**src/rtl/smul_pkg.sv**
```systemverilog
package smul_pkg;
    localparam int MAG_W   = 15;
    localparam int PROD_W  = MAG_W + 1;
    localparam int SHIFT_W = 4;
    localparam int TERMS   = 3;
    localparam int TERM_W  = SHIFT_W + 2;
    localparam int COEF_W  = TERMS * TERM_W;
    localparam int ACC_W   = MAG_W + 2;
    localparam int IDX_W   = (TERMS > 1) ? $clog2(TERMS) : 1;

    localparam logic [ACC_W-1:0] ACC_MAX = {2'b00, {MAG_W{1'b1}}};
    localparam logic [ACC_W-1:0] ACC_ONE = {{(ACC_W-1){1'b0}}, 1'b1};

    typedef struct packed {
        logic               valid;
        logic               sub;
        logic [SHIFT_W-1:0] shamt;
    } term_t;

    typedef struct packed {
        logic             neg;
        logic [MAG_W-1:0] mag;
    } smag_t;

    typedef enum logic {ST_IDLE, ST_RUN} state_e;

    // Bits lost by a right shift of s
    function automatic logic [MAG_W-1:0] lost_mask(input logic [SHIFT_W-1:0] s);
        return ~({MAG_W{1'b1}} << s);
    endfunction

    function automatic logic signed [ACC_W-1:0] clamp_acc(input logic signed [ACC_W-1:0] v);
        if (v > $signed(ACC_MAX))
            return $signed(ACC_MAX);
        if (v < -$signed(ACC_MAX))
            return -$signed(ACC_MAX);
        return v;
    endfunction
endpackage

```
**src/rtl/smul_pick.sv**
```systemverilog
module smul_pick import smul_pkg::*; (
    input  logic [TERMS-1:0] pend,
    output logic             any,
    output logic [IDX_W-1:0] idx,
    output logic [TERMS-1:0] onehot
);
    always_comb begin
        any = |pend;
        idx = '0;
        for (int i = TERMS - 1; i >= 0; i--) begin
            if (pend[i])
                idx = IDX_W'(i);
        end
        onehot = any ? (TERMS'(1) << idx) : '0;
    end
endmodule

```
**src/rtl/smul_shift.sv**
```systemverilog
module smul_shift import smul_pkg::*; (
    input  logic [MAG_W-1:0]   mag,
    input  logic [SHIFT_W-1:0] shamt,
    output logic [MAG_W-1:0]   part,
    output logic               lost
);
    assign part = mag >> shamt;
    assign lost = |(mag & lost_mask(shamt));
endmodule

```
**src/rtl/smul_acc.sv**
```systemverilog
module smul_acc import smul_pkg::*; (
    input  logic                    clk,
    input  logic                    rst,
    input  logic                    clr,
    input  logic                    en,
    input  logic                    sub,
    input  logic [MAG_W-1:0]        part,
    input  logic                    lost,
    output logic signed [ACC_W-1:0] acc_q,
    output logic                    sticky_q
);
    logic signed [ACC_W-1:0] ext;
    logic signed [ACC_W-1:0] sum;

    assign ext = $signed({2'b00, part});
    assign sum = sub ? (acc_q - ext) : (acc_q + ext);

    always_ff @(posedge clk) begin
        if (rst || clr) begin
            acc_q    <= '0;
            sticky_q <= 1'b0;
        end else if (en) begin
            acc_q    <= clamp_acc(sum);
            sticky_q <= sticky_q | lost;
        end
    end
endmodule

```
**src/rtl/smul_final.sv**
```systemverilog
module smul_final import smul_pkg::*; (
    input  logic signed [ACC_W-1:0] acc,
    input  logic                    sticky,
    input  logic                    dneg,
    output logic [PROD_W-1:0]       prod
);
    logic [ACC_W-1:0] mag_abs;
    logic [ACC_W-1:0] mag_fix;
    logic             neg;

    always_comb begin
        mag_abs = acc[ACC_W-1] ? ACC_W'(-acc) : ACC_W'(acc);
        mag_fix = mag_abs;
        if (sticky && (mag_abs != '0))
            mag_fix = mag_abs + ACC_ONE;
        if (mag_fix > ACC_MAX)
            mag_fix = ACC_MAX;
        neg = dneg ^ acc[ACC_W-1];
        if (mag_fix == '0)
            prod = '0;
        else if (neg)
            prod = -mag_fix[PROD_W-1:0];
        else
            prod = mag_fix[PROD_W-1:0];
    end
endmodule

```
**src/rtl/smul_top.sv**
```systemverilog
module smul_top import smul_pkg::*; (
    input  logic              clk,
    input  logic              rst,
    input  logic              start_i,
    input  logic [PROD_W-1:0] data_i,
    input  logic [COEF_W-1:0] coef_i,
    output logic              done_o,
    output logic [PROD_W-1:0] prod_o
);
    state_e                  state_q;
    smag_t                   data_q;
    term_t [TERMS-1:0]       terms_q;
    term_t [TERMS-1:0]       coef_in;
    logic  [TERMS-1:0]       vmask;
    logic  [TERMS-1:0]       pend_q;
    logic                    any;
    logic  [IDX_W-1:0]       idx;
    logic  [TERMS-1:0]       onehot;
    term_t                   sel;
    logic  [MAG_W-1:0]       part;
    logic                    lost;
    logic signed [ACC_W-1:0] acc;
    logic                    sticky;
    logic  [PROD_W-1:0]      prod_next;
    logic                    accept;
    logic                    step;

    assign coef_in = coef_i;

    for (genvar j = 0; j < TERMS; j++) begin : g_valid
        assign vmask[j] = coef_in[j].valid;
    end

    assign accept = (state_q == ST_IDLE) && start_i;
    assign step   = (state_q == ST_RUN) && any;
    assign sel    = terms_q[idx];

    smul_pick u_pick (
        .pend   (pend_q),
        .any    (any),
        .idx    (idx),
        .onehot (onehot)
    );

    smul_shift u_shift (
        .mag   (data_q.mag),
        .shamt (sel.shamt),
        .part  (part),
        .lost  (lost)
    );

    smul_acc u_acc (
        .clk      (clk),
        .rst      (rst),
        .clr      (accept),
        .en       (step),
        .sub      (sel.sub),
        .part     (part),
        .lost     (lost),
        .acc_q    (acc),
        .sticky_q (sticky)
    );

    smul_final u_final (
        .acc    (acc),
        .sticky (sticky),
        .dneg   (data_q.neg),
        .prod   (prod_next)
    );

    always_ff @(posedge clk) begin
        if (rst) begin
            state_q <= ST_IDLE;
            data_q  <= '0;
            terms_q <= '0;
            pend_q  <= '0;
            done_o  <= 1'b0;
            prod_o  <= '0;
        end else begin
            done_o <= 1'b0;
            case (state_q)
                ST_IDLE: begin
                    if (start_i) begin
                        data_q  <= data_i;
                        terms_q <= coef_in;
                        pend_q  <= vmask;
                        state_q <= ST_RUN;
                    end
                end
                ST_RUN: begin
                    if (any) begin
                        pend_q <= pend_q & ~onehot;
                    end else begin
                        done_o  <= 1'b1;
                        prod_o  <= prod_next;
                        state_q <= ST_IDLE;
                    end
                end
                default: state_q <= ST_IDLE;
            endcase
        end
    end
endmodule

```
**config.mk**
```make
export PLATFORM = sky130hd
export DESIGN_NAME = smul_top
export DESIGN_NICKNAME = d
export VERILOG_FILES = /design/src/rtl/smul_pkg.sv /design/src/rtl/smul_pick.sv /design/src/rtl/smul_shift.sv /design/src/rtl/smul_acc.sv /design/src/rtl/smul_final.sv /design/src/rtl/smul_top.sv
export SDC_FILE = /design/constraint.sdc
export NUM_CORES = 1
export LEC_CHECK = 0
export BUFFER_PORTS_ARGS = -buffer_cell sky130_fd_sc_hd__buf_2
export CELL_PAD_IN_SITES_DETAIL_PLACEMENT = 0
export CELL_PAD_IN_SITES_GLOBAL_PLACEMENT = 2
export CORE_MARGIN = 1
export CORE_UTILIZATION = 34
export CTS_BUF_LIST = sky130_fd_sc_hd__clkbuf_4
export DETAILED_ROUTE_END_ITERATION = 6
export PLACE_DENSITY_LB_ADDON = 0.1
export SLEW_MARGIN = 15
export SYNTH_ARGS = -nofsm -noshare
export SYNTH_HDL_FRONTEND = slang
export SYNTH_HIERARCHICAL = 1
export SYNTH_SLANG_ARGS = --single-unit
```
**constraint.sdc**
```tcl
create_clock -name clk -period 7.83 [get_ports clk]
set_clock_uncertainty 0.15 [all_clocks]
set_input_delay 0.3915 -clock clk [delete_from_list [all_inputs] [get_ports clk]]
set_output_delay 0.3915 -clock clk [all_outputs]
set_load 0.1 [all_outputs]
```
==> impl_metrics.csv <==
group,metric,value,unit
clock_tree,clk_latency,0.46,ns
worst_hold_path,min_to,"data_q[14]$_SDFFE_PP0P_",
synthesis,ys.flop_type,"dfxtp_1",
critical_path,reg2regPathDepth,21,
drt,wl_met2,9.07,mm
power_and_ir_drop,power.density,170,nW/um^2
synthesis,synth_edf_count,0,
final_layout,final_nets,980,
floorplanning,die_w,143,um
synthesis,syn_nets,928,
critical_path,crit_path_start_kind,"flop",
worst_hold_path,worstHoldStart,"data_i[14]",
timing,hold_viol,0,
critical_path,critPathCaptureType,"flop",
critical_path,rrSetupSlack,1.06,ns
final_layout,fill_cells,2043,
drt,drt_pass1_iterations,5,
timing,slew_viol_final,0,
drt,vias,6434,
worst_hold_path,hold_class,"in2reg",
placed_design,gp_congestion,0.812,
drt,drc_errors,0,
outcome,status,"completed",
synthesis,synth_warnings,6,
clock_tree,clkTransAtPathRegs,0.15,ns
drt,drtAntennaViolNets,0,
drt,detail_route.wl_per_cell,15.9,um
synthesis,async_flop_share,0,%
final_layout,seqCellArea,1400,um^2
synthesis,avgSynthCellArea,7.79,um^2
timing,fin_crit,6.77,ns
global_route,grt-ovfl-total,0,
synthesis,synth_area,6770,um^2
timing,setup-violations-final,0,
clock_tree,cts_buffers,9,
clock_tree,cts_tree,"done",
power_and_ir_drop,power_leakage,2.85,nW
synthesis,ys_seq_area_share,20.7,%
timing,setup_tns,0,ns
power_and_ir_drop,peakVddDrop,0.0000745,V
clock_tree,cts_setup_buffers,0,
global_route,grt_pass1_vias,5992,
critical_path,reg2reg_to,"u_acc/acc_q[2]$_SDFFE_PP0P_",
final_layout,multiInputGateArea,4930,um^2
clock_tree,root_buffer,"clkbuf_4",
critical_path,path_class,"reg2reg",
clock_tree,cts.htree.levels,3,
worst_hold_path,min_path_cells,3,
critical_path,cp.arrival,6.98,ns
global_route,grt_max_degree,55,
drt,via_per_inst,5.40,
floorplanning,initial_core_util,34.8,%
drt,wl_met3,653,um
clock_tree,ctsResizeCount,0,
clock_tree,cts.sinks,70,
final_layout,drive_above_1_share,17.3,%
timing,relSlewSlack,32.2,%
critical_path,r2r-start,"pend_q[0]$_SDFFE_PP0P_",
final_layout,area_growth,11.7,%
placed_design,hpwl,14.9,mm
synthesis,synthDistinctLibCells,97,
floorplanning,dieArea,20500,um^2
timing,tightest_slew,1.01,ns
clock_tree,clock_path_buffers,2,
drt,drtIter0Drc,480,
floorplanning,coreArea,19500,um^2
critical_path,path_max_fanout,16,
global_route,grt_first_pass_wirelength,31.0,mm
drt,top_layer_used,"met4",
timing,rsz0062_at_grt,"false",
timing,fmax,148,MHz
global_route,antenna_found_initial,1,
floorplanning,rows,51,
placed_design,numPortBuffers,53,
placed_design,pre_cts_ws,1.20,ns
drt,drt_wl_total,19.0,mm
synthesis,ys_ff_latch,70,
timing,period_share,86.5,%
flow_run,maxCapViolations,0,
drt,wl_met1,9.08,mm
floorplanning,boundaryPins,54,
timing,final.setup.worst_slack,1.06,ns
synthesis,synth_cells,869,
global_route,track_usage,19.2,%
floorplanning,die_h,143,um
critical_path,required,8.04,ns
## repair_timing
action                                  CTS  global route
hold endpoints to repair                 33             0
endpoints found under the setup margin    0             0
hold buffers                             33             0
## critical path, stage by stage, from the launching register on
cell and delay (ns):
dfxtp_1 0.38, nor3b_1 0.22, buf_4 0.19, nor2b_1 0.34
nand2_1 0.12, o21ai_2 0.35, mux4_1 0.64, o21ai_0 0.25
a21oi_1 0.20, nor4_1 0.50, nand2b_1 0.13, nor3_1 0.41
nor2_1 0.10, xnor2_1 0.26, ha_1 0.36, a21oi_1 0.22
o21ai_0 0.15, or3_1 0.39, a2111oi_0 0.59, and4_1 0.31
a21oi_2 0.19, o211a_1 0.20
## routing by layer
layer / global-route usage, % / up-vias
met4: 4.64 / 0
met5: 0 / -
li1: - / 3253
met3: 2.92 / 12
met1: 25.4 / 3036
met2: 32.2 / 133
## placed cells by master, fill, tap and decap left out, types with 6 or more instances in the layout
master           n
buf_2           53
ha_1            21
buf_4            8
mux2_2           6
a21o_1           6
clkbuf_4         9
dlygate4sd3_1   33
nor3b_1          7
o21a_1           7
or3_1           18
and2_1          10
mux2i_1         24
nor3_1          15
nor2_1          71
nand2b_1        15
nand3_1         22
or4_1            7
inv_1           21
nor2b_1          7
a31oi_1          8
o211ai_1        11
o21ai_1         10
xnor2_1         34
a21oi_1         72
dfxtp_1         70
xor2_1          26
a21oi_2         25
nand2_1        139
o21ai_0         25
a211oi_1         7
nor4_1           9
## flip-flops by register name, indices dropped and copies added (netlist names)
name,cells
state_q,1
data_q,16
u_acc/sticky_q,1
done_o,1
pend_q,3
terms_q,15
u_acc/acc_q,17
prod_o,16
## layout make-up
| class | instances | share of cell area (%) |
|---|---|---|
| tap | 265 | 4.39 |
| sequential | 70 | 18.5 |
| inverter | 23 | 1.24 |
| clock inverter | 7 | 1.04 |
| multi-input combinational | 723 | 65.2 |
| clock buffer | 9 | 0.894 |
| antenna | 1 | 0.0331 |
| timing repair buffer | 94 | 8.68 |
## how the worst max path moves through the flow
stage                            from                            to  depth (start not counted)  slack [ns]
6_report       pend_q[0]$_SDFFE_PP0P_   u_acc/acc_q[2]$_SDFFE_PP0P_                         21        1.06
3_5_place_dp   pend_q[0]$_SDFFE_PP0P_   u_acc/acc_q[9]$_SDFFE_PP0P_                         20        1.20
5_1_grt        pend_q[0]$_SDFFE_PP0P_  u_acc/acc_q[13]$_SDFFE_PP0P_                         22        0.52
4_1_cts        pend_q[0]$_SDFFE_PP0P_   u_acc/acc_q[9]$_SDFFE_PP0P_                         19        1.12
2_1_floorplan  pend_q[0]$_SDFFE_PP0P_   u_acc/acc_q[9]$_SDFFE_PP0P_                         23        2.37
3_3_place_gp   pend_q[2]$_SDFFE_PP0P_   u_acc/acc_q[9]$_SDFFE_PP0P_                         22        1.34
## logic make-up (layout without fill, tap and decap cells)
logic type,Yosys count,count (layout),share of synthesized area [%]
multiplexers,38,38,7.15
adder cells (fa/ha/maj),22,22,4.18
flip-flops,70,70,20.7
AND/OR/NAND/NOR,358,358,27.0
buffers and inverters,76,133,6.71
AO/OA/AOI/OAI,243,243,26.0
XOR/XNOR,62,62,8.25
other,0,1,0
## power breakdown
| part | internal [mW] | switching (mW) |
|---|---|---|
| Sequential | 0.372 | 0.0218 |
| Combinational | 0.247 | 0.386 |
| Clock | 0.102 | 0.157 |
## stage by stage
step	instances	hold slack, ns	instance area, um^2	utilization (%)	total power [mW]
floorplan	869	0.286	6770	-	0.896
global placement	1142	0.290	7070	36.3	1.02
detailed placement	1142	0.295	7070	36.3	1.02
CTS	1191	0.0421	7550	38.8	1.30
global route	1192	0.0384	7560	38.8	1.38
finish	1192	0.0602	7560	38.8	1.29
## cell usage after synthesis, types with 18 or more instances
master	instances	area [um^2]
a21oi_1	72	360
a21oi_2	25	219
clkbuf_1	22	82.6
dfxtp_1	70	1400
ha_1	21	263
inv_1	21	78.8
mux2i_1	24	240
nand2_1	139	522
nand3_1	22	110
nor2_1	71	267
o21ai_0	30	150
or3_1	18	113
xnor2_1	34	298
xor2_1	26	228
Note: power is estimated with default switching activity, not from simulation.
